[config.mk]
export PLATFORM = sky130hd
export DESIGN_NAME = pwrmode_ctrl
export DESIGN_NICKNAME = d
export VERILOG_FILES = /design/src/rtl/pwrmode_pkg.sv /design/src/rtl/pwrmode_sync.sv /design/src/rtl/pwrmode_stby_tmr.sv /design/src/rtl/pwrmode_clkdiv.sv /design/src/rtl/pwrmode_fsm.sv /design/src/rtl/pwrmode_ctrl.sv
export SDC_FILE = /design/constraint.sdc
export NUM_CORES = 1
export LEC_CHECK = 0
export CAP_MARGIN = 10
export CELL_PAD_IN_SITES_DETAIL_PLACEMENT = 0
export CELL_PAD_IN_SITES_GLOBAL_PLACEMENT = 2
export CORE_ASPECT_RATIO = 1.1
export CORE_MARGIN = 4
export CORE_UTILIZATION = 31
export DETAILED_ROUTE_END_ITERATION = 10
export GPL_ROUTABILITY_DRIVEN = 0
export GPL_TIMING_DRIVEN = 1
export HOLD_SLACK_MARGIN = 0.1
export PLACE_DENSITY = 0.86
export SETUP_SLACK_MARGIN = 0.5
export SYNTH_ARGS = -nofsm -noshare
export SYNTH_HDL_FRONTEND = slang
export SYNTH_SLANG_ARGS = --single-unit
export TNS_END_PERCENT = 100
[constraint.sdc]
create_clock -name clk -period 2.91 [get_ports clk]
set_clock_uncertainty 0.05 [all_clocks]
set_input_delay 0.291 -clock clk [delete_from_list [all_inputs] [get_ports clk]]
set_output_delay 0.291 -clock clk [all_outputs]
set_load 0.01 [all_outputs]
[src/rtl/pwrmode_pkg.sv]
package pwrmode_pkg;
  typedef enum logic [2:0] {
    ST_RUN   = 3'd0,
    ST_SLEEP = 3'd1,
    ST_ENTER = 3'd2,
    ST_PSAVE = 3'd3,
    ST_WAKE  = 3'd4
  } pm_state_e;

  localparam int WK_N     = 3;
  localparam int WK_FIELD = 0;
  localparam int WK_PIN   = 1;
  localparam int WK_TMR   = 2;
endpackage

[src/rtl/pwrmode_sync.sv]
module pwrmode_sync #(
  parameter int W      = 2,
  parameter int STAGES = 2
) (
  input  logic         clk,
  input  logic         rst_n,
  input  logic [W-1:0] d_in,
  output logic [W-1:0] d_out
);
  logic [W-1:0] stage_q [STAGES];

  generate
    for (genvar s = 0; s < STAGES; s++) begin : g_stage
      if (s == 0) begin : g_first
        always_ff @(posedge clk or negedge rst_n) begin
          if (!rst_n) stage_q[s] <= '0;
          else        stage_q[s] <= d_in;
        end
      end else begin : g_next
        always_ff @(posedge clk or negedge rst_n) begin
          if (!rst_n) stage_q[s] <= '0;
          else        stage_q[s] <= stage_q[s-1];
        end
      end
    end
  endgenerate

  assign d_out = stage_q[STAGES-1];
endmodule

[src/rtl/pwrmode_stby_tmr.sv]
module pwrmode_stby_tmr #(
  parameter int TMR_W = 16
) (
  input  logic             clk,
  input  logic             rst_n,
  input  logic             clr,
  input  logic             run,
  input  logic             tick,
  input  logic [TMR_W-1:0] limit,
  output logic             expired
);
  logic [TMR_W-1:0] cnt_q, cnt_d;

  assign expired = (cnt_q >= limit);

  always_comb begin
    cnt_d = cnt_q;
    if (clr)                          cnt_d = '0;
    else if (run && tick && !expired) cnt_d = cnt_q + 1'b1;
  end

  always_ff @(posedge clk or negedge rst_n) begin
    if (!rst_n) cnt_q <= '0;
    else        cnt_q <= cnt_d;
  end
endmodule

[src/rtl/pwrmode_clkdiv.sv]
module pwrmode_clkdiv #(
  parameter int DIV_W = 2
) (
  input  logic             clk,
  input  logic             rst_n,
  input  logic             run,
  input  logic [DIV_W-1:0] sel,
  output logic             tick
);
  localparam int CW = (1 << DIV_W) - 1;

  logic [CW-1:0] cnt_q, cnt_d;
  logic [CW-1:0] mask;

  assign mask = ~({CW{1'b1}} << sel);
  assign tick = run && ((cnt_q & mask) == '0);

  always_comb begin
    if (run) cnt_d = cnt_q + 1'b1;
    else     cnt_d = '0;
  end

  always_ff @(posedge clk or negedge rst_n) begin
    if (!rst_n) cnt_q <= '0;
    else        cnt_q <= cnt_d;
  end
endmodule

[src/rtl/pwrmode_fsm.sv]
module pwrmode_fsm
  import pwrmode_pkg::*;
#(
  parameter int SETTLE = 4
) (
  input  logic            clk,
  input  logic            rst_n,
  input  logic            psave_req,
  input  logic            sleep_req,
  input  logic            irq_any,
  input  logic [WK_N-1:0] wk_raw,
  input  logic [WK_N-1:0] wk_en,
  output pm_state_e       state,
  output logic [WK_N-1:0] wk_src
);
  localparam int SW = $clog2(SETTLE + 1);
  localparam logic [SW-1:0] SETTLE_LAST = SW'(SETTLE - 1);

  pm_state_e       state_q, state_d;
  logic [SW-1:0]   settle_q, settle_d;
  logic [WK_N-1:0] src_q, src_d;
  logic [WK_N-1:0] hit;

  assign hit = wk_raw & wk_en;

  always_comb begin
    state_d = state_q;
    src_d   = src_q;
    unique case (state_q)
      ST_RUN: begin
        if (psave_req)      state_d = ST_ENTER;
        else if (sleep_req) state_d = ST_SLEEP;
      end
      ST_SLEEP: if (irq_any) state_d = ST_RUN;
      ST_ENTER: state_d = ST_PSAVE;
      ST_PSAVE: begin
        if (|hit) begin
          state_d = ST_WAKE;
          src_d   = hit;
        end
      end
      ST_WAKE: if (settle_q == SETTLE_LAST) state_d = ST_RUN;
      default: state_d = ST_RUN;
    endcase
  end

  always_comb begin
    if (state_q == ST_WAKE) settle_d = settle_q + 1'b1;
    else                    settle_d = '0;
  end

  always_ff @(posedge clk or negedge rst_n) begin
    if (!rst_n) begin
      state_q  <= ST_RUN;
      settle_q <= '0;
      src_q    <= '0;
    end else begin
      state_q  <= state_d;
      settle_q <= settle_d;
      src_q    <= src_d;
    end
  end

  assign state  = state_q;
  assign wk_src = src_q;
endmodule

[src/rtl/pwrmode_ctrl.sv]
module pwrmode_ctrl
  import pwrmode_pkg::*;
#(
  parameter int TMR_W       = 16,
  parameter int SETTLE      = 4,
  parameter int SYNC_STAGES = 2,
  parameter int DIV_W       = 2
) (
  input  logic             clk,
  input  logic             rst_n,
  input  logic             psave_req,
  input  logic             sleep_req,
  input  logic             irq_any,
  input  logic [2:0]       wake_en,
  input  logic             wake_pol,
  input  logic             wake_pin,
  input  logic             field_in,
  input  logic             slow_tick,
  input  logic [TMR_W-1:0] stby_limit,
  input  logic             dom_wr,
  input  logic             dom_nvm_on,
  input  logic             dom_sense_on,
  input  logic [DIV_W-1:0] div_sel,
  output logic             in_psave,
  output logic             cpu_clk_gate,
  output logic             per_clk_gate,
  output logic             fosc_en,
  output logic             pd_core_en,
  output logic             pd_io_en,
  output logic             pd_nvm_en,
  output logic             pd_hb_en,
  output logic             pd_sense_en,
  output logic             pd_nfc_en,
  output logic             fclk_tick,
  output logic [2:0]       wake_src
);
  pm_state_e       state;
  logic [1:0]      async_in, async_s;
  logic            field_s, pin_s;
  logic            tmr_exp;
  logic [WK_N-1:0] wk_raw;
  logic            nvm_cfg_q, nvm_cfg_d;
  logic            sense_cfg_q, sense_cfg_d;
  logic            powered;

  assign async_in = {wake_pin, field_in};

  pwrmode_sync #(.W(2), .STAGES(SYNC_STAGES)) u_sync (
    .clk   (clk),
    .rst_n (rst_n),
    .d_in  (async_in),
    .d_out (async_s)
  );

  assign field_s = async_s[0];
  assign pin_s   = async_s[1];

  pwrmode_stby_tmr #(.TMR_W(TMR_W)) u_tmr (
    .clk     (clk),
    .rst_n   (rst_n),
    .clr     (state == ST_ENTER),
    .run     (state == ST_PSAVE),
    .tick    (slow_tick),
    .limit   (stby_limit),
    .expired (tmr_exp)
  );

  always_comb begin
    wk_raw           = '0;
    wk_raw[WK_FIELD] = field_s;
    wk_raw[WK_PIN]   = (pin_s == wake_pol);
    wk_raw[WK_TMR]   = tmr_exp;
  end

  pwrmode_fsm #(.SETTLE(SETTLE)) u_fsm (
    .clk       (clk),
    .rst_n     (rst_n),
    .psave_req (psave_req),
    .sleep_req (sleep_req),
    .irq_any   (irq_any),
    .wk_raw    (wk_raw),
    .wk_en     (wake_en),
    .state     (state),
    .wk_src    (wake_src)
  );

  always_comb begin
    nvm_cfg_d   = nvm_cfg_q;
    sense_cfg_d = sense_cfg_q;
    if (dom_wr) begin
      nvm_cfg_d   = dom_nvm_on;
      sense_cfg_d = dom_sense_on;
    end
  end

  always_ff @(posedge clk or negedge rst_n) begin
    if (!rst_n) begin
      nvm_cfg_q   <= 1'b1;
      sense_cfg_q <= 1'b0;
    end else begin
      nvm_cfg_q   <= nvm_cfg_d;
      sense_cfg_q <= sense_cfg_d;
    end
  end

  assign powered      = (state != ST_PSAVE);
  assign in_psave     = (state == ST_PSAVE);
  assign cpu_clk_gate = (state != ST_RUN);
  assign per_clk_gate = (state == ST_ENTER) || (state == ST_PSAVE) || (state == ST_WAKE);
  assign fosc_en      = powered;
  assign pd_core_en   = powered;
  assign pd_io_en     = powered;
  assign pd_hb_en     = powered;
  assign pd_nvm_en    = powered && nvm_cfg_q;
  assign pd_sense_en  = powered && sense_cfg_q;
  assign pd_nfc_en    = field_s;

  pwrmode_clkdiv #(.DIV_W(DIV_W)) u_div (
    .clk   (clk),
    .rst_n (rst_n),
    .run   (powered),
    .sel   (div_sel),
    .tick  (fclk_tick)
  );
endmodule

# After elaboration in Yosys (flattened, before gate mapping)
# Index checks and enable logic that the tools add are counted.
# totals
output_inout_bits,14
inputBits,33
elab_cells,53
ff_bits,34
# classes
n_mux,10
n_addsub,3
shifts,1
bitwise_logic,3
n_eq_ne,11
reduce_logical,15
order_cmp,1
# ops
op,n
16-bit two-way mux,2
3-bit two-way mux,7
16-bit by 1-bit adder with 16-bit output (second input constant),1
16-bit greater-or-equal comparator,1
3-bit one-hot mux with 5 select lines,1
3-bit by 2-bit == test with 1-bit output (second input constant),3
3-bit by 1-bit adder with 3-bit output (second input constant),2
3-bit bitwise AND,2
3-bit logical NOT,2
1-bit logical AND,5
2-bit by 1-bit inequality test with 1-bit output (second input constant),2
4-bit AND reduction,1
3-bit by 1-bit == test with 1-bit output (second input constant),1
3-bit == test (second input constant),1
3-bit by 2-bit inequality test with 1-bit output (second input constant),1
3-bit inequality test (second input constant),1
3-bit NOT,1
3-bit nonzero test,1
3-bit OR reduction,1
3-bit by 2-bit << shifter with 3-bit output (first input constant),1
1-bit logical OR,2
2-bit inequality test (second input constant),1
2-bit AND reduction,1
2-bit nonzero test,1
other kinds (2),2

# Depth between registers and ports, before layout
# Gate-level depths: netlist (run 1).
# depth
depth_word,5
mapped_depth,10
depth_no_buf,9

# Cells and area by module
# A second synthesis (run 1) with hierarchy kept.
# unflattened
cells_unflattened,229
hier_area_um2,2202.1
# by_module_without_submodules
module,cells_per_inst,area_each_um2,seq_area_each_um2,n_inst
pwrmode_stby_tmr,152,1337.5,400.4,1
pwrmode_fsm,43,436.7,225.2,1
pwrmode_ctrl,16,173.9,51.3,1
pwrmode_clkdiv,12,138.9,75.1,1
pwrmode_sync,6,115.1,100.1,1

# Worst setup path before layout (run 1)
# No wires, ideal clock.
# synth_timing
path_type,reg-to-reg
start,reg u_tmr.cnt_q[13]
end,reg u_tmr.cnt_q[12]
setup_time_ps,77
arrival_time_ps,2067
path_buffers,0
t_required_ps,2783
path_stages_with_launch,8
setup_slack_ps,716
synth_period_minus_slack_ps,2194
cell_sequence,dfrtp_1 -> ha_1 -> a211oi_4 -> o211ai_4 -> nor3_2 -> o2111ai_2 -> or3_1 -> a21oi_1
# synth_via
elab_chain_cells,4
# synth_rtl
element,line_no,text
start: declaration,pwrmode_stby_tmr.sv:12,"logic [TMR_W-1:0] cnt_q, cnt_d;"
start signal: assignment,pwrmode_stby_tmr.sv:24,else cnt_q <= cnt_d;
16-bit greater-or-equal comparator,pwrmode_stby_tmr.sv:14,assign expired = (cnt_q >= limit);
1-bit logical NOT,pwrmode_stby_tmr.sv:19,else if (run && tick && !expired) cnt_d = cnt_q + 1'b1;
1-bit logical AND,pwrmode_stby_tmr.sv:19,
2-bit nonzero test (no line),-,
# No other way between the ends.
# A chain may end at the register's enable or synchronous reset.

# Worst setup path after layout (run 1)
# layout_timing
start,in stby_limit[2]
end,reg u_tmr.cnt_q[7]
# layout_via
elab_chain_cells,4
# layout_rtl
element,line_no,text
start: declaration,pwrmode_ctrl.sv:19,"input logic [TMR_W-1:0] stby_limit,"
16-bit greater-or-equal comparator,pwrmode_stby_tmr.sv:14,
1-bit logical NOT,pwrmode_stby_tmr.sv:19,
1-bit logical AND,pwrmode_stby_tmr.sv:19,
2-bit nonzero test (no line),-,
# No other way between the ends.

==> qor.csv, run 1 <==
metric,value,unit
worstReg2RegEnd,u_tmr.cnt_q[7],
die_h,95.0,µm
dpl.hpwl,3410,µm
crit_required,3.07,ns
syn_inst,221,
async_reset_ff_frac,1.00,
num_io_pins,47,
cts_buffers,5,
rows,31,
die_x,87.1,µm
clk_pin_slew_worst_paths,0.07,ns
setup-tns-final,0,ns
grt_pass1_wl,7590,µm
gr-total-overflow,0,
drt_iter0_drc,77,
mostFrequentLayoutCell,clkdlybuf4s50_1,
synth_seq_cells,34,
cts_sinks,34,
vias_per_cell,4.89,
clockRootBuffer,clkbuf_8,
antenna_found_initial,0,
critical_path_class,in -> reg,
fmax,0.431,GHz
synthTopCellsByArea,"dfrtp_1 39%, ha_1 12%, a21oi_1 4.0%",
final_core_util,0.433,
ys_seq_area_frac,0.400,
synthFlopType,dfrtp_1,
synth_edf_count,0,
synth_cell_type_count,50,
setup_viol,0,
drc,0,
crit_arrival,2.48,ns
p_leak,1.26,nW
numPlacedInstances,345,
syn_nets,274,
yosysTopAreaCellShare,0.388,
timing.final.crit_share,0.798,
worst_r2r_path_depth,7,
tightest_slew,0.435,ns
outcome,"finished, final reports clean",
crit_fanout,7,
cts.hold.buffers_added,0,
clock_latency,0.28,ns
final_cells,358,
drive_gt1_frac,0.170,
ys.warnings.count,0,
wl,4570,µm
diodes,0,
worstSetupStartpoint,stby_limit[2],
yosys.area.top_type,dfrtp_1,
r2r_start,u_tmr.cnt_q[2],
wl_per_cell,12.8,µm
via_count,1749,
firstDrtPassIters,4,
avgSynthCellArea,9.64,µm²
cp-start-kind,input port,
rsz0062_at_grt,no,
core_area,6630,µm²
hold_viol_final,0,
nNetsFinal,328,
ant_nets,0,
max_cap_viol_count,0,
regToRegSetupSlack,0.63,ns
irDropWorstVdd,546,µV
cts_buffer_depth,2,
powerDensity,611,nW/µm²
dieArea,8270,µm²
fillerInstances,637,
layout_common_cells,"46 x clkdlybuf4s50_1, 32 x dfrtp_1, 20 x nand2_1",
endpoint,u_tmr.cnt_q[7],
cts_tree,yes,
grt_max_degree,35,
start_util,0.321,
worstHoldPathType,reg -> reg,
critPathCaptureType,flip-flop,
htree_levels,2,
slew-limit-headroom,0.710,
port_buffers,46,
syn_area,2130,µm²
syn2layout_area_growth,34.8,%
grt_usage,0.116,
drv_slew,0,
grt_pass1_vias,1710,
min_period,2.32,ns
==> through the flow <==
stage	hold WS (ns)	cell area (µm²)	setup WS, ns	power (mW)
after floorplan	-0.0546	2130	0.716	1.13
after global placement	0.283	2660	0.203	1.40
after detailed placement	0.286	2660	0.126	1.40
after CTS	0.302	2770	0.495	1.77
after global routing	0.307	2870	0.452	1.90
final	0.298	2870	0.588	1.76
==> repair_timing <==
action	in CTS	in global routing
setup buffers	0	5
gates resized for setup	2	12
pin swaps	1	8
gates cloned	0	0
endpoints found under the setup margin	7	16
hold endpoints to repair	0	0
==> power breakdown <==
part / total [mW] / switching (mW) / internal [mW]
clock network: 0.362 / 0.171 / 0.191
registers: 0.627 / 0.0826 / 0.545
logic: 0.766 / 0.371 / 0.396
==> cell type report <==
cell class	instances	area [µm²]	area share
timing repair buffer	54	520	0.181
multi-input combinational	159	1220	0.425
inverter	21	83.8	0.0292
clock inverter	1	5.00	0.00174
sequential	34	853	0.297
clock buffer	7	86.3	0.0301
tap	82	103	0.0357
==> registers in the layout, summed over array words and instances (netlist names) <==
name            count
u_tmr.cnt_q        16
u_div.cnt_q         3
u_fsm.settle_q      3
u_fsm.state         3
u_fsm.wk_src        3
u_sync.d_out        2
u_sync.stage_q      2
nvm_cfg_q           1
sense_cfg_q         1
==> worst min path at each step <==
stage	start	to	slack, ns	cells after the start
CTS	u_sync.stage_q[2]	u_sync.d_out[0]	0.30	0
floorplan	rst_n	sense_cfg_q	-0.05	0
finish	u_sync.stage_q[2]	u_sync.d_out[0]	0.30	0
detailed placement	u_sync.stage_q[2]	u_sync.d_out[0]	0.29	0
global placement	u_sync.stage_q[3]	u_sync.d_out[1]	0.28	0
global route	u_sync.stage_q[3]	u_sync.d_out[1]	0.31	0
==> cell families (layout without fill, tap and decap cells) <==
kind of cell             after synthesis  after routing  synth area share
adder cells (fa/ha/maj)               20             20             0.117
AO/OA/AOI/OAI                         56             56             0.187
AND/OR/NAND/NOR                       74             74             0.191
multiplexers                           3              3            0.0153
buffers and inverters                 28             83            0.0652
flip-flops                            34             34             0.400
XOR/XNOR                               6              6            0.0247
==> worst max-delay path, cell delays in order <==
cell and delay [ns]:
clkdlybuf4s50_1 0.45, inv_1 0.04, ha_1 0.31, a211oi_2 0.24, o21ai_2 0.10, a21oi_4 0.29, o21ai_4 0.11, or4_1 0.50
a21oi_1 0.15
==> Yosys cell counts, types with 2 or more instances <==
cell type and count:
mux2_2 2, or4_1 4, nor3_2 2, or2_2 2, ha_1 20, o2111ai_1 3
nand4_1 4, buf_6 2, xor2_1 3, o21ai_1 8, nand2_1 20, and2b_2 3
buf_4 3, o211ai_1 2, and3_1 2, nand3_1 3, dfrtp_1 33, nor2_1 19
buf_2 2, a31o_1 2, o21ai_0 5, a21oi_1 17, a211oi_1 2, o31ai_1 7
inv_1 19, nor3_1 2, xnor2_1 3, or3_1 5
==> metal layers <==
layer / GRT usage / vias up / routed length (µm)
li1: - / 892 / -
met1: 0.142 / 824 / 2040
met2: 0.196 / 29 / 2220
met3: 0.0332 / 4 / 249
met4: 0.0390 / 0 / 57
met5: 0 / - / 0
Power figures use the tool's default switching activity.
==> inputs of run 2 (changes only) <==
--- a/config.mk
+++ b/config.mk
@@ -10,12 +10,12 @@
 export CELL_PAD_IN_SITES_GLOBAL_PLACEMENT = 2
 export CORE_ASPECT_RATIO = 1.1
 export CORE_MARGIN = 4
-export CORE_UTILIZATION = 31
+export CORE_UTILIZATION = 28
 export DETAILED_ROUTE_END_ITERATION = 10
 export GPL_ROUTABILITY_DRIVEN = 0
 export GPL_TIMING_DRIVEN = 1
 export HOLD_SLACK_MARGIN = 0.1
-export PLACE_DENSITY = 0.86
+export PLACE_DENSITY = 0.82
 export SETUP_SLACK_MARGIN = 0.5
 export SYNTH_ARGS = -nofsm -noshare
 export SYNTH_HDL_FRONTEND = slang
==> constraint.sdc (replaced) <==
create_clock -name clk -period 2 [get_ports clk]
set_clock_uncertainty 0.05 [all_clocks]
set_input_delay 0.2 -clock clk [delete_from_list [all_inputs] [get_ports clk]]
set_output_delay 0.2 -clock clk [all_outputs]
set_load 0.01 [all_outputs]
==> run 2 against run 1 <==
Net effect: the flow now finishes with violations (negative setup slack); via count up 13%; core utilization up 5.1 points; non-clock buffer count up 50; total power up 85%; count of clock-buffer cells in the layout up 1; critical path depth down 2; worst setup slack worse by 0.82 ns; cell count up 15%; routed wire length up 23%; worst hold slack worse by 0.019 ns; flip-flop and latch count unchanged.
==> qor.csv, run 2 (synthesized netlist as in run 1, its figures left out) <==
metric,value,unit,change
grt_pass1_wl,9100,µm,was 7590 µm
dieArea,9070,µm²,was 8270 µm²
min_period,2.23,ns,
num_io_pins,47,,unchanged
grt_max_degree,35,,unchanged
tightest_slew,0.448,ns,was 0.435 ns
crit_arrival,2.40,ns,was 2.48 ns
die_h,99.5,µm,was 95.0 µm
gr-total-overflow,0,,unchanged
port_buffers,46,,unchanged
worstHoldPathType,in -> async,,was reg -> reg
critPathCaptureType,flip-flop,,unchanged
pwr-share-seq,0.269,,was 0.357
violations,negative setup slack,,
clock_latency,0.29,ns,was 0.28 ns
firstDrtPassIters,4,,unchanged
start_util,0.287,,was 0.321
fin_total_pwr,3.25,mW,was 1.76 mW
die_x,91.2,µm,was 87.1 µm
dpl_cell_area,2930,µm²,was 2660 µm²
power.switching,1.14,mW,was 0.625 mW
diodes,0,,unchanged
irDropWorstVdd,352,µV,was 546 µV
path_cells,"ha_4, a211oi_4, o211ai_4, nor3_4, o21ai_4, or4_1, a21oi_2",,"was clkdlybuf4s50_1, inv_1, ha_1, a211oi_2, o21ai_2, a21oi_4, o21ai_4, or4_1, a21oi_1"
cp-start-kind,flip-flop,,was input port
setup_viol,19,,was 0
grt_usage,0.124,,was 0.116
dpl.hpwl,3710,µm,was 3410 µm
rsz0062_at_grt,yes,,was no
fmax,0.449,GHz,
drv_slew,0,,unchanged
mostFrequentLayoutCell,buf_4,,was clkdlybuf4s50_1
largest_reg_flops,16,,unchanged
outcome,"finished, violations left",,"was finished, final reports clean"
p_leak,1.60,nW,was 1.26 nW
comb_power_share,0.546,,was 0.436
cts_buffers,5,,unchanged
cts_sinks,34,,unchanged
max_cap_viol_count,0,,unchanged
top_register,u_tmr.cnt_q,,unchanged
powerDensity,903,nW/µm²,was 611 nW/µm²
ant_nets,0,,unchanged
timing.final.crit_share,1.11,,
hold_viol_final,0,,unchanged
critPathMaxStageDelay,0.56,ns,was 0.50 ns
final_area,3600,µm²,was 2870 µm²
wl_per_cell,13.6,µm,was 12.8 µm
drt_iter0_drc,79,,was 77
drive_gt1_frac,0.439,,was 0.170
worst_slack,-0.229,ns,was 0.588 ns
layout_common_cells,"37 x buf_4, 33 x clkdlybuf4s50_1, 33 x dfrtp_1, 28 x buf_6, 17 x inv_1",,"was 46 x clkdlybuf4s50_1, 32 x dfrtp_1, 20 x nand2_1"
p_int,2.11,mW,was 1.13 mW
htree_levels,2,,unchanged
clockRootBuffer,clkbuf_8,,unchanged
antenna_found_initial,0,,unchanged
grt_pass1_vias,1989,,was 1710
via_count,1976,,was 1749
cts_buffer_depth,2,,unchanged
crit_fanout,6,,was 7
critical_path_class,reg -> reg,,was in -> reg
rows,33,,was 31
core_area,7430,µm²,was 6630 µm²
cts_tree,yes,,unchanged
vias_per_cell,4.78,,was 4.89
cp_slowest_cell,or4_1,,unchanged
drc,0,,unchanged
crit_required,2.17,ns,was 3.07 ns
p_sw_frac,0.350,,was 0.356
final_core_util,0.484,,was 0.433
nNetsFinal,378,,was 328
clkPwrFrac,0.185,,was 0.206
slew-limit-headroom,0.701,,was 0.710
syn2layout_area_growth,68.8,%,was 34.8%
wl,5610,µm,was 4570 µm
clk_pin_slew_worst_paths,0.07,ns,about the same
run 2: cell count changes in the layout (fill, tap and decap cells not counted), sizes merged:
cell / delta
clkinv: -1
clkdlybuf4s50: -13
clkbuf: +1
buf: +60
dlygate4sd2: +3
run 2: final cells by class:
class / instances / area (µm²)
flip-flops and latches: 34 / 852
clock buffers: 8 / 110
inverters: 21 / 83.8
fillers: 691 / 3830
multi-input cells: 159 / 1460
repair buffers: 104 / 985
well taps: 87 / 109
run 2: worst paths after layout:
check / start / end / slack, ns / cells past startpoint
worst min register to register: u_sync.stage_q[3] / u_sync.d_out[1] / 0.30 / 0
worst min-delay path: rst_n / u_fsm.settle_q[2] / 0.28 / 2
min in group clk: u_sync.stage_q[3] / u_sync.d_out[1] / 0.30 / 0
worst max register to register: u_tmr.cnt_q[13] / u_tmr.cnt_q[5] / -0.23 / 7
max in group asynchronous: rst_n / nvm_cfg_q / 1.27 / 2
worst max-delay path: u_tmr.cnt_q[13] / u_tmr.cnt_q[5] / -0.23 / 7
run 2: repair_timing:
item | in CTS | in global routing
hold buffers | 0 | 0
pin swaps | 30 | 20
setup buffers | 14 | 11
setup endpoints to repair | 32 | 32
gates resized for setup | 97 | 40
run 2: layer usage:
| metal | GRT usage | vias up | part of all wire |
|---|---|---|---|
| met4 | 0.0418 | 0 | 0.017 |
| met5 | 0 | - | 0 |
| met2 | 0.212 | 32 | 0.53 |
| li1 | - | 997 | - |
| met1 | 0.150 | 940 | 0.41 |
| met3 | 0.0363 | 7 | 0.039 |
run 2: metrics by stage:
stage | hold slack [ns] | cells | TNS (ns) | setup slack [ns]
final | 0.279 | 413 | -1.99 | -0.229
after global routing | 0.291 | 413 | -4.16 | -0.307
after CTS | 0.300 | 402 | -1.73 | -0.191
after detailed placement | 0.289 | 380 | -9.61 | -0.533
after global placement | 0.284 | 380 | -9.15 | -0.508
after floorplan | -0.146 | 221 | -0.434 | -0.0729
run 2: worst max-delay path, delay by kind of cell (launching register included):
kind / cells / cell delay (ns)
flip-flops: 1 / 0.42
AO/OA/AOI/OAI: 4 / 0.65
AND/OR/NAND/NOR: 2 / 0.81
adder cells (fa/ha/maj): 1 / 0.24
run 2: power by group through the flow:
stage	clock network (mW)	registers (mW)	logic, mW
CTS	0.620	0.871	1.52
global route	0.665	0.884	1.92
finish	0.601	0.873	1.77
global placement	0	0.885	1.28
detailed placement	0	0.888	1.29
floorplan	0	0.878	0.763
